### config.mk
export PLATFORM = sky130hd
export DESIGN_NAME = i2c_start_tolerant_rx
export DESIGN_NICKNAME = d
export VERILOG_FILES = /design/src/rtl/i2c_srx_pkg.sv /design/src/rtl/i2c_srx_sync.sv /design/src/rtl/i2c_srx_events.sv /design/src/rtl/i2c_srx_holdtmr.sv /design/src/rtl/i2c_srx_core.sv /design/src/rtl/i2c_start_tolerant_rx.sv
export SDC_FILE = /design/constraint.sdc
export NUM_CORES = 1
export LEC_CHECK = 0
export ABC_AREA = 1
export BUFFER_PORTS_ARGS = -buffer_cell sky130_fd_sc_hd__buf_2
export CELL_PAD_IN_SITES_DETAIL_PLACEMENT = 0
export CELL_PAD_IN_SITES_GLOBAL_PLACEMENT = 1
export CORE_UTILIZATION = 49
export DETAILED_ROUTE_END_ITERATION = 8
export PLACE_DENSITY = 0.88
export SLEW_MARGIN = 10
export SYNTH_ARGS = -nofsm -noshare
export SYNTH_HDL_FRONTEND = slang
export SYNTH_SLANG_ARGS = --single-unit
### constraint.sdc
create_clock -name clk -period 2.9 [get_ports clk]
set_clock_uncertainty 0.1 [all_clocks]
set_input_delay 0.29 -clock clk [delete_from_list [all_inputs] [get_ports clk]]
set_output_delay 0.29 -clock clk [all_outputs]
set_load 0.01 [all_outputs]
### src/rtl/i2c_srx_pkg.sv
package i2c_srx_pkg;

   typedef enum logic [3:0] {
      S_IDLE,
      S_BLIND,
      S_FIRST,
      S_SHIFT,
      S_ACK_WAIT,
      S_ACK_SET,
      S_ACK_HIGH,
      S_ACK_END,
      S_ACK_REL
   } srx_state_e;

   typedef struct packed {
      logic start;
      logic stop;
      logic rise;
      logic fall;
      logic scl;
      logic sda;
   } srx_bus_ev_t;

endpackage

### src/rtl/i2c_srx_sync.sv
module i2c_srx_sync #(
   parameter int W      = 2,
   parameter int STAGES = 2
) (
   input  logic         clk,
   input  logic         rst_n,
   input  logic [W-1:0] d,
   output logic [W-1:0] q
);
   logic [W-1:0] chain [STAGES];

   if (STAGES < 2) begin : g_bad_stages
      $error("i2c_srx_sync: STAGES must be at least 2");
   end

   for (genvar i = 0; i < STAGES; i++) begin : g_stage
      if (i == 0) begin : g_head
         always_ff @(posedge clk or negedge rst_n) begin
            if (!rst_n) chain[i] <= '1;
            else        chain[i] <= d;
         end
      end else begin : g_tail
         always_ff @(posedge clk or negedge rst_n) begin
            if (!rst_n) chain[i] <= '1;
            else        chain[i] <= chain[i-1];
         end
      end
   end

   assign q = chain[STAGES-1];
endmodule

### src/rtl/i2c_srx_events.sv
module i2c_srx_events
   import i2c_srx_pkg::*;
(
   input  logic        clk,
   input  logic        rst_n,
   input  logic        scl_s,
   input  logic        sda_s,
   output srx_bus_ev_t ev
);
   logic scl_q, sda_q;

   always_ff @(posedge clk or negedge rst_n) begin
      if (!rst_n) begin
         scl_q <= 1'b1;
         sda_q <= 1'b1;
      end else begin
         scl_q <= scl_s;
         sda_q <= sda_s;
      end
   end

   always_comb begin
      ev.scl   = scl_s;
      ev.sda   = sda_s;
      ev.rise  = scl_s & ~scl_q;
      ev.fall  = ~scl_s & scl_q;
      ev.start = scl_s & scl_q & sda_q & ~sda_s;
      ev.stop  = scl_s & scl_q & ~sda_q & sda_s;
   end
endmodule

### src/rtl/i2c_srx_holdtmr.sv
module i2c_srx_holdtmr #(
   parameter int HOLD_CYCLES = 30
) (
   input  logic clk,
   input  logic rst_n,
   input  logic scl_fall,
   output logic hold_ok
);
   localparam int HW = $clog2(HOLD_CYCLES + 1);
   localparam logic [HW-1:0] HMAX = HW'(HOLD_CYCLES);

   logic [HW-1:0] cnt;

   if (HOLD_CYCLES < 1) begin : g_bad_hold
      $error("i2c_srx_holdtmr: HOLD_CYCLES must be at least 1");
   end

   always_ff @(posedge clk or negedge rst_n) begin
      if (!rst_n)           cnt <= HMAX;
      else if (scl_fall)    cnt <= '0;
      else if (cnt != HMAX) cnt <= cnt + 1'b1;
   end

   assign hold_ok = (cnt == HMAX);
endmodule

### src/rtl/i2c_srx_core.sv
module i2c_srx_core
   import i2c_srx_pkg::*;
#(
   parameter int DATA_W       = 8,
   parameter int OWN_ADDR     = 45,
   parameter int BLIND_CYCLES = 40
) (
   input  logic              clk,
   input  logic              rst_n,
   input  srx_bus_ev_t       ev,
   input  logic              hold_ok,
   output logic              sda_oe,
   output logic [DATA_W-1:0] rx_data,
   output logic              rx_valid,
   output logic              rx_is_addr
);
   localparam int ADDR_W = DATA_W - 1;
   localparam int CW     = $clog2(DATA_W + 1);
   localparam int BW     = $clog2(BLIND_CYCLES + 1);
   localparam logic [CW-1:0]     LAST_BIT = CW'(DATA_W - 1);
   localparam logic [BW-1:0]     BLIND_LAST = BW'(BLIND_CYCLES - 1);
   localparam logic [ADDR_W-1:0] OWN = ADDR_W'(OWN_ADDR);

   if (DATA_W < 2) begin : g_bad_width
      $error("i2c_srx_core: DATA_W must be at least 2");
   end
   if (BLIND_CYCLES < 1) begin : g_bad_blind
      $error("i2c_srx_core: BLIND_CYCLES must be at least 1");
   end
   if (OWN_ADDR < 0 || OWN_ADDR >= (1 << ADDR_W)) begin : g_bad_addr
      $error("i2c_srx_core: OWN_ADDR does not fit the address field");
   end

   srx_state_e        state;
   logic [BW-1:0]     blind_cnt;
   logic [CW-1:0]     bit_cnt;
   logic [DATA_W-1:0] shreg;
   logic              addr_ph;
   logic              rd_mode;
   logic [DATA_W-1:0] nxt_byte;
   logic              hit;

   assign nxt_byte = {shreg[DATA_W-2:0], ev.sda};
   assign hit      = (nxt_byte[DATA_W-1:1] == OWN);

   always_ff @(posedge clk or negedge rst_n) begin
      if (!rst_n) begin
         state      <= S_IDLE;
         blind_cnt  <= '0;
         bit_cnt    <= '0;
         shreg      <= '0;
         addr_ph    <= 1'b0;
         rd_mode    <= 1'b0;
         sda_oe     <= 1'b0;
         rx_data    <= '0;
         rx_valid   <= 1'b0;
         rx_is_addr <= 1'b0;
      end else begin
         rx_valid <= 1'b0;
         if (ev.start) begin
            state     <= S_BLIND;
            blind_cnt <= '0;
            bit_cnt   <= '0;
            addr_ph   <= 1'b1;
            rd_mode   <= 1'b0;
            sda_oe    <= 1'b0;
         end else if (ev.stop) begin
            state   <= S_IDLE;
            bit_cnt <= '0;
            sda_oe  <= 1'b0;
         end else begin
            case (state)
               S_IDLE: ;
               S_BLIND: begin
                  if (blind_cnt == BLIND_LAST) state <= S_FIRST;
                  else                         blind_cnt <= blind_cnt + 1'b1;
               end
               S_FIRST: begin
                  if (ev.scl) begin
                     shreg   <= nxt_byte;
                     bit_cnt <= CW'(1);
                     state   <= S_SHIFT;
                  end
               end
               S_SHIFT: begin
                  if (ev.rise) begin
                     shreg <= nxt_byte;
                     if (bit_cnt == LAST_BIT) begin
                        bit_cnt <= '0;
                        if (addr_ph) begin
                           if (hit) begin
                              rx_valid   <= 1'b1;
                              rx_data    <= nxt_byte;
                              rx_is_addr <= 1'b1;
                              addr_ph    <= 1'b0;
                              rd_mode    <= nxt_byte[0];
                              state      <= S_ACK_WAIT;
                           end else begin
                              state <= S_IDLE;
                           end
                        end else begin
                           rx_valid   <= 1'b1;
                           rx_data    <= nxt_byte;
                           rx_is_addr <= 1'b0;
                           state      <= S_ACK_WAIT;
                        end
                     end else begin
                        bit_cnt <= bit_cnt + 1'b1;
                     end
                  end
               end
               S_ACK_WAIT: if (ev.fall) state <= S_ACK_SET;
               S_ACK_SET: begin
                  if (hold_ok) begin
                     sda_oe <= 1'b1;
                     state  <= S_ACK_HIGH;
                  end
               end
               S_ACK_HIGH: if (ev.rise) state <= S_ACK_END;
               S_ACK_END:  if (ev.fall) state <= S_ACK_REL;
               S_ACK_REL: begin
                  if (hold_ok) begin
                     sda_oe  <= 1'b0;
                     bit_cnt <= '0;
                     state   <= rd_mode ? S_IDLE : S_SHIFT;
                  end
               end
               default: state <= S_IDLE;
            endcase
         end
      end
   end

   // a START always leads into the blind wait
   p_start_blind_r2: assert property (@(posedge clk) disable iff (!rst_n)
      ev.start |=> (state == S_BLIND));

   // a STOP leaves the data line released
   p_stop_release_r8: assert property (@(posedge clk) disable iff (!rst_n)
      ev.stop |=> !sda_oe);

   // byte strobe is a single-cycle pulse
   p_valid_pulse_r5: assert property (@(posedge clk) disable iff (!rst_n)
      rx_valid |=> !rx_valid);

   // bit counter never runs past one byte
   p_bitcnt_range_r5: assert property (@(posedge clk) disable iff (!rst_n)
      bit_cnt <= CW'(DATA_W));
endmodule

### src/rtl/i2c_start_tolerant_rx.sv
module i2c_start_tolerant_rx
   import i2c_srx_pkg::*;
#(
   parameter int DATA_W       = 8,
   parameter int OWN_ADDR     = 45,
   parameter int SYNC_STAGES  = 2,
   parameter int BLIND_CYCLES = 40,
   parameter int HOLD_CYCLES  = 30
) (
   input  logic              clk,
   input  logic              rst_n,
   input  logic              scl_i,
   input  logic              sda_i,
   output logic              sda_oe,
   output logic [DATA_W-1:0] rx_data,
   output logic              rx_valid,
   output logic              rx_is_addr
);
   logic [1:0]  pins_s;
   srx_bus_ev_t ev;
   logic        hold_ok;

   i2c_srx_sync #(.W(2), .STAGES(SYNC_STAGES)) u_sync (
      .clk   (clk),
      .rst_n (rst_n),
      .d     ({scl_i, sda_i}),
      .q     (pins_s)
   );

   i2c_srx_events u_events (
      .clk   (clk),
      .rst_n (rst_n),
      .scl_s (pins_s[1]),
      .sda_s (pins_s[0]),
      .ev    (ev)
   );

   i2c_srx_holdtmr #(.HOLD_CYCLES(HOLD_CYCLES)) u_hold (
      .clk      (clk),
      .rst_n    (rst_n),
      .scl_fall (ev.fall),
      .hold_ok  (hold_ok)
   );

   i2c_srx_core #(
      .DATA_W       (DATA_W),
      .OWN_ADDR     (OWN_ADDR),
      .BLIND_CYCLES (BLIND_CYCLES)
   ) u_core (
      .clk        (clk),
      .rst_n      (rst_n),
      .ev         (ev),
      .hold_ok    (hold_ok),
      .sda_oe     (sda_oe),
      .rx_data    (rx_data),
      .rx_valid   (rx_valid),
      .rx_is_addr (rx_is_addr)
   );

   // acknowledge drive changes only outside the post-fall hold window
   p_oe_hold_r10: assert property (@(posedge clk) disable iff (!rst_n)
      (sda_oe != $past(sda_oe)) |-> $past(hold_ok));
endmodule

==> metrics.txt <==
# TYPE chip_impl_metric gauge
chip_impl_metric{name="routed_wl",unit="mm"} 4.153
chip_impl_info{name="criticalPathCategory",value="flop to flop"} 1
chip_impl_metric{name="avgViaCountPerCell",unit=""} 5.146
chip_impl_metric{name="seq_area",unit="sq um"} 1139
chip_impl_metric{name="crit_arrival",unit="ns"} 2.05
chip_impl_metric{name="clock_latency_on_the_worst_skew_pair",unit="ns"} 0.30
chip_impl_metric{name="synth_async_sr_flop_share",unit=""} 1.000
chip_impl_metric{name="rows",unit=""} 24
chip_impl_info{name="crit_path_end_kind",value="flop"} 1
chip_impl_metric{name="synth-seq-cells",unit=""} 45
chip_impl_metric{name="critical-path-max-stage-delay",unit="ns"} 0.62
chip_impl_metric{name="clk_pin_slew_worst_paths",unit="ns"} 0.10
chip_impl_metric{name="ctsLongestPathBuffers",unit=""} 2
chip_impl_metric{name="design.final.nets",unit=""} 298
chip_impl_metric{name="power_share_of_the_combinational_group",unit=""} 0.267
chip_impl_info{name="cp_slowest_cell",value="nor3_2"} 1
chip_impl_info{name="worst_hold_path_type",value="primary input to async pin"} 1
chip_impl_metric{name="dp_hpwl",unit="mm"} 3.031
chip_impl_metric{name="dpl.cell_count",unit=""} 333
chip_impl_metric{name="antenna_cells_inserted",unit=""} 0
chip_impl_info{name="synth.most_common_cell",value="nand2_1"} 1
chip_impl_metric{name="setup_tns",unit="ns"} 0
chip_impl_metric{name="detail_route.iter0.violations",unit=""} 116
chip_impl_metric{name="finalSetupViolations",unit=""} 0
chip_impl_metric{name="power_switching_share",unit=""} 0.3557
chip_impl_metric{name="grt_remaining_overflow",unit=""} 0
chip_impl_metric{name="total_of_fill_cells_in_the_finished_design",unit=""} 423
chip_impl_info{name="most_common_flop_cell_mapped_by_yosys",value="dfrtp_1"} 1
chip_impl_metric{name="drt-wirelength-per-cell",unit="um"} 12.11
chip_impl_metric{name="ys_seq_area_frac",unit=""} 0.5008
chip_impl_info{name="timing.critical_path.from_type",value="flop"} 1
chip_impl_metric{name="coreArea",unit="sq um"} 4414
chip_impl_metric{name="io_count",unit=""} 15
chip_impl_metric{name="max_slew_margin",unit=""} 0.3697
chip_impl_metric{name="proportion_of_netlist_area_held_by_the_largest_area_contributor",unit=""} 0.3853
chip_impl_metric{name="ratio_of_cells_with_drive_above_1_in_the_final_layout",unit=""} 0.1684
chip_impl_info{name="ys_top_cells_by_count",value="76 x nand2_1, 35 x dfrtp_1, 32 x inv_1"} 1
chip_impl_info{name="r2r-start",value="u_sync.q[0]"} 1
chip_impl_metric{name="htree_levels",unit=""} 2
chip_impl_metric{name="dr_total_vias",unit=""} 1765
chip_impl_metric{name="static_power_due_to_leakage",unit="nW"} 1.270
chip_impl_metric{name="final_cells",unit=""} 343
chip_impl_info{name="worst_setup_path_startpoint",value="u_sync.q[0]"} 1
chip_impl_metric{name="design.die.area",unit="sq um"} 4916
chip_impl_metric{name="max-cap-violations",unit=""} 0
chip_impl_metric{name="worst_slew_pin_slew",unit="ns"} 0.9455
chip_impl_info{name="synth.area.top_cells",value="dfrtp_1 39%, nand2_1 13%, dfstp_2 12%, o21ai_0 5.7%, inv_1 5.3%"} 1
chip_impl_metric{name="max-vdd-ir-drop",unit="mV"} 0.3950
chip_impl_metric{name="fin_worst_hold_slack",unit="ns"} 0.02257
chip_impl_metric{name="power.switching",unit="W"} 0.0006566
chip_impl_metric{name="post_synth_instance_area",unit="sq um"} 2273
chip_impl_metric{name="starting_density",unit=""} 0.5150
chip_impl_metric{name="synth_cell_type_count",unit=""} 31
chip_impl_metric{name="global_route.usage.total",unit=""} 0.1958
chip_impl_metric{name="critical_path_required_time",unit="ns"} 2.95
chip_impl_metric{name="gp_routability_congestion",unit=""} 0.8790
chip_impl_metric{name="floorplan.die.height",unit="um"} 70.12
chip_impl_metric{name="p_int",unit="W"} 0.001189
chip_impl_metric{name="grt_pass1_wl",unit="mm"} 7.479
chip_impl_metric{name="area_growth_syn_to_layout",unit="%"} 10.02
chip_impl_metric{name="initial_antenna_violation_count",unit=""} 0
chip_impl_metric{name="antenna_left",unit=""} 0
chip_impl_metric{name="multiInputGateArea",unit="sq um"} 970.9
chip_impl_metric{name="drt_drc_violations_left",unit=""} 0
chip_impl_info{name="cts_root_buffer_type",value="clkbuf_8"} 1
chip_impl_metric{name="grt_pass1_vias",unit=""} 1697
chip_impl_metric{name="timing_max_transition_violations_final",unit=""} 0
chip_impl_metric{name="drt_first_pass_iters",unit=""} 4
chip_impl_metric{name="p_seq_frac",unit=""} 0.465
chip_impl_metric{name="yosysWarnings",unit=""} 0
chip_impl_metric{name="power.total",unit="W"} 0.001846
chip_impl_metric{name="chipWidth",unit="um"} 70.12
chip_impl_metric{name="number_of_flops_mapped_to_enable_cells_by_yosys",unit=""} 0
chip_impl_info{name="grt_setup_unrepaired",value="no"} 1
chip_impl_metric{name="port-buffer-count",unit=""} 14
chip_impl_metric{name="grt_start_max_net_pins",unit=""} 46
chip_impl_metric{name="hold_violations",unit=""} 0
chip_impl_metric{name="cts_inserted_buffers",unit=""} 5
chip_impl_info{name="outcome",value="complete, no violations"} 1
chip_impl_metric{name="fmax",unit="MHz"} 500.6
chip_impl_info{name="netlist.top_cell.by_area",value="dfrtp_1"} 1
chip_impl_metric{name="timing.final.crit_share",unit=""} 0.6888
chip_impl_metric{name="clock_sinks",unit=""} 45
chip_impl_info{name="tritoncts",value="done"} 1
chip_impl_metric{name="avgSynthCellArea",unit="sq um"} 8.389
chip_impl_metric{name="crit_fanout",unit=""} 14
chip_impl_metric{name="power_frac_clock",unit=""} 0.267
chip_impl_info{name="worstPathCellList",value="inv_1 > nand4_2 > nand2_2 > nor3_2 > o21ai_0"} 1
chip_impl_metric{name="netlist_instances",unit=""} 271
chip_impl_metric{name="cellPowerDensity",unit="nW/um^2"} 738.1
chip_impl_metric{name="layout_min_cycle_time",unit="ns"} 1.998
chip_impl_metric{name="synthesized_netlist_net_count",unit=""} 279
routing by layer:
metal / wire length (um) / vias to the layer above / global-route usage
met1: 2050 / 811 / 0.2685
met4: 80 / 0 / 0.07556
met2: 1865 / 32 / 0.3024
met3: 157 / 8 / 0.04473
li1: - / 914 / -
met5: 0 / - / 0
stage by stage:
step | setup slack, ns | util | cell area [sq um]
floorplan | 1.223 | - | 2273
global placement | 0.9440 | 0.5357 | 2365
detailed placement | 0.9033 | 0.5357 | 2365
CTS | 0.8935 | 0.5666 | 2501
global route | 0.7389 | 0.5666 | 2501
finish | 0.9024 | 0.5666 | 2501
cells in the final DEF (no fill, tap or decap), drive strengths merged:
cell type,n
xnor2,2
inv,34
dlygate4sd3,2
buf,14
nor4,1
dfrtp,35
o22ai,3
nor2,24
nand3,24
and3,1
nor3,1
nand3b,1
xor2,5
nand4,4
clkbuf,5
bufinv,1
o21ai,35
nand2,79
or2,1
ha,4
dfstp,10
a31oi,2
a21oi,3
state kept, by name, summed over array words and instances (netlist names), 2 cells and up:
signal	count
u_core.rx_data	8
u_core.shreg	7
u_hold.cnt	5
u_core.state	4
u_core.blind_cnt	6
u_core.bit_cnt	4
u_sync.chain	2
u_sync.q	2
area by class of cell:
class | count | share of cell area
Multi-Input combinational cell | 190 | 0.3882
Clock buffer | 5 | 0.02751
Sequential cell | 45 | 0.4552
Inverter | 32 | 0.04802
Timing Repair Buffer | 16 | 0.03602
Tap cell | 52 | 0.02601
Clock inverter | 3 | 0.01901
power groups by stage:
stage          Sequential (W)  Combinational [W]  Clock [W]
6_report             0.000859           0.000494   0.000493
5_1_grt              0.000880           0.000581   0.000529
2_1_floorplan        0.000845           0.000396          0
4_1_cts              0.000859           0.000499   0.000508
3_3_place_gp         0.000869           0.000496          0
3_5_place_dp         0.000870           0.000495          0
critical path, delay by kind of cell (launching register included):
family / cells / cell delay (ns)
compound gates: 1 / 0.18
buf+inv: 1 / 0.09
flops: 1 / 0.59
simple gates: 3 / 0.89
what timing repair did:
| action | 4_1_cts | 5_1_grt |
|---|---|---|
| endpoints found under the setup margin | 0 | 0 |
| setup buffers | 0 | 0 |
| resized for setup | 0 | 0 |
| hold buffers | 2 | 0 |
| endpoints found under the hold margin | 2 | 0 |
final timing paths:
| path | endpoint | slack, ns | cells after the start |
|---|---|---|---|
| worst max register to register | u_core.shreg[2] | 0.90 | 5 |
| worst min register to register | u_sync.q[0] | 0.26 | 0 |
| worst min-delay path | u_core.rx_is_addr | 0.02 | 1 |
| max in group asynchronous | u_core.blind_cnt[1] | 2.07 | 1 |
| worst max-delay path | u_core.shreg[2] | 0.90 | 5 |
| min in group clk | u_sync.q[0] | 0.26 | 0 |
logic make-up (layout without fill, tap and decap cells):
| kind of cell | count (synthesis) | count (layout) | share of synthesized area |
|---|---|---|---|
| compound gates | 43 | 43 | 0.1156 |
| xor+xnor | 7 | 7 | 0.02697 |
| simple gates | 136 | 136 | 0.2625 |
| fa+ha+maj | 4 | 4 | 0.02202 |
| flops | 45 | 45 | 0.5008 |
| buf+inv | 36 | 56 | 0.07210 |
Power figures use the tool's default switching activity.
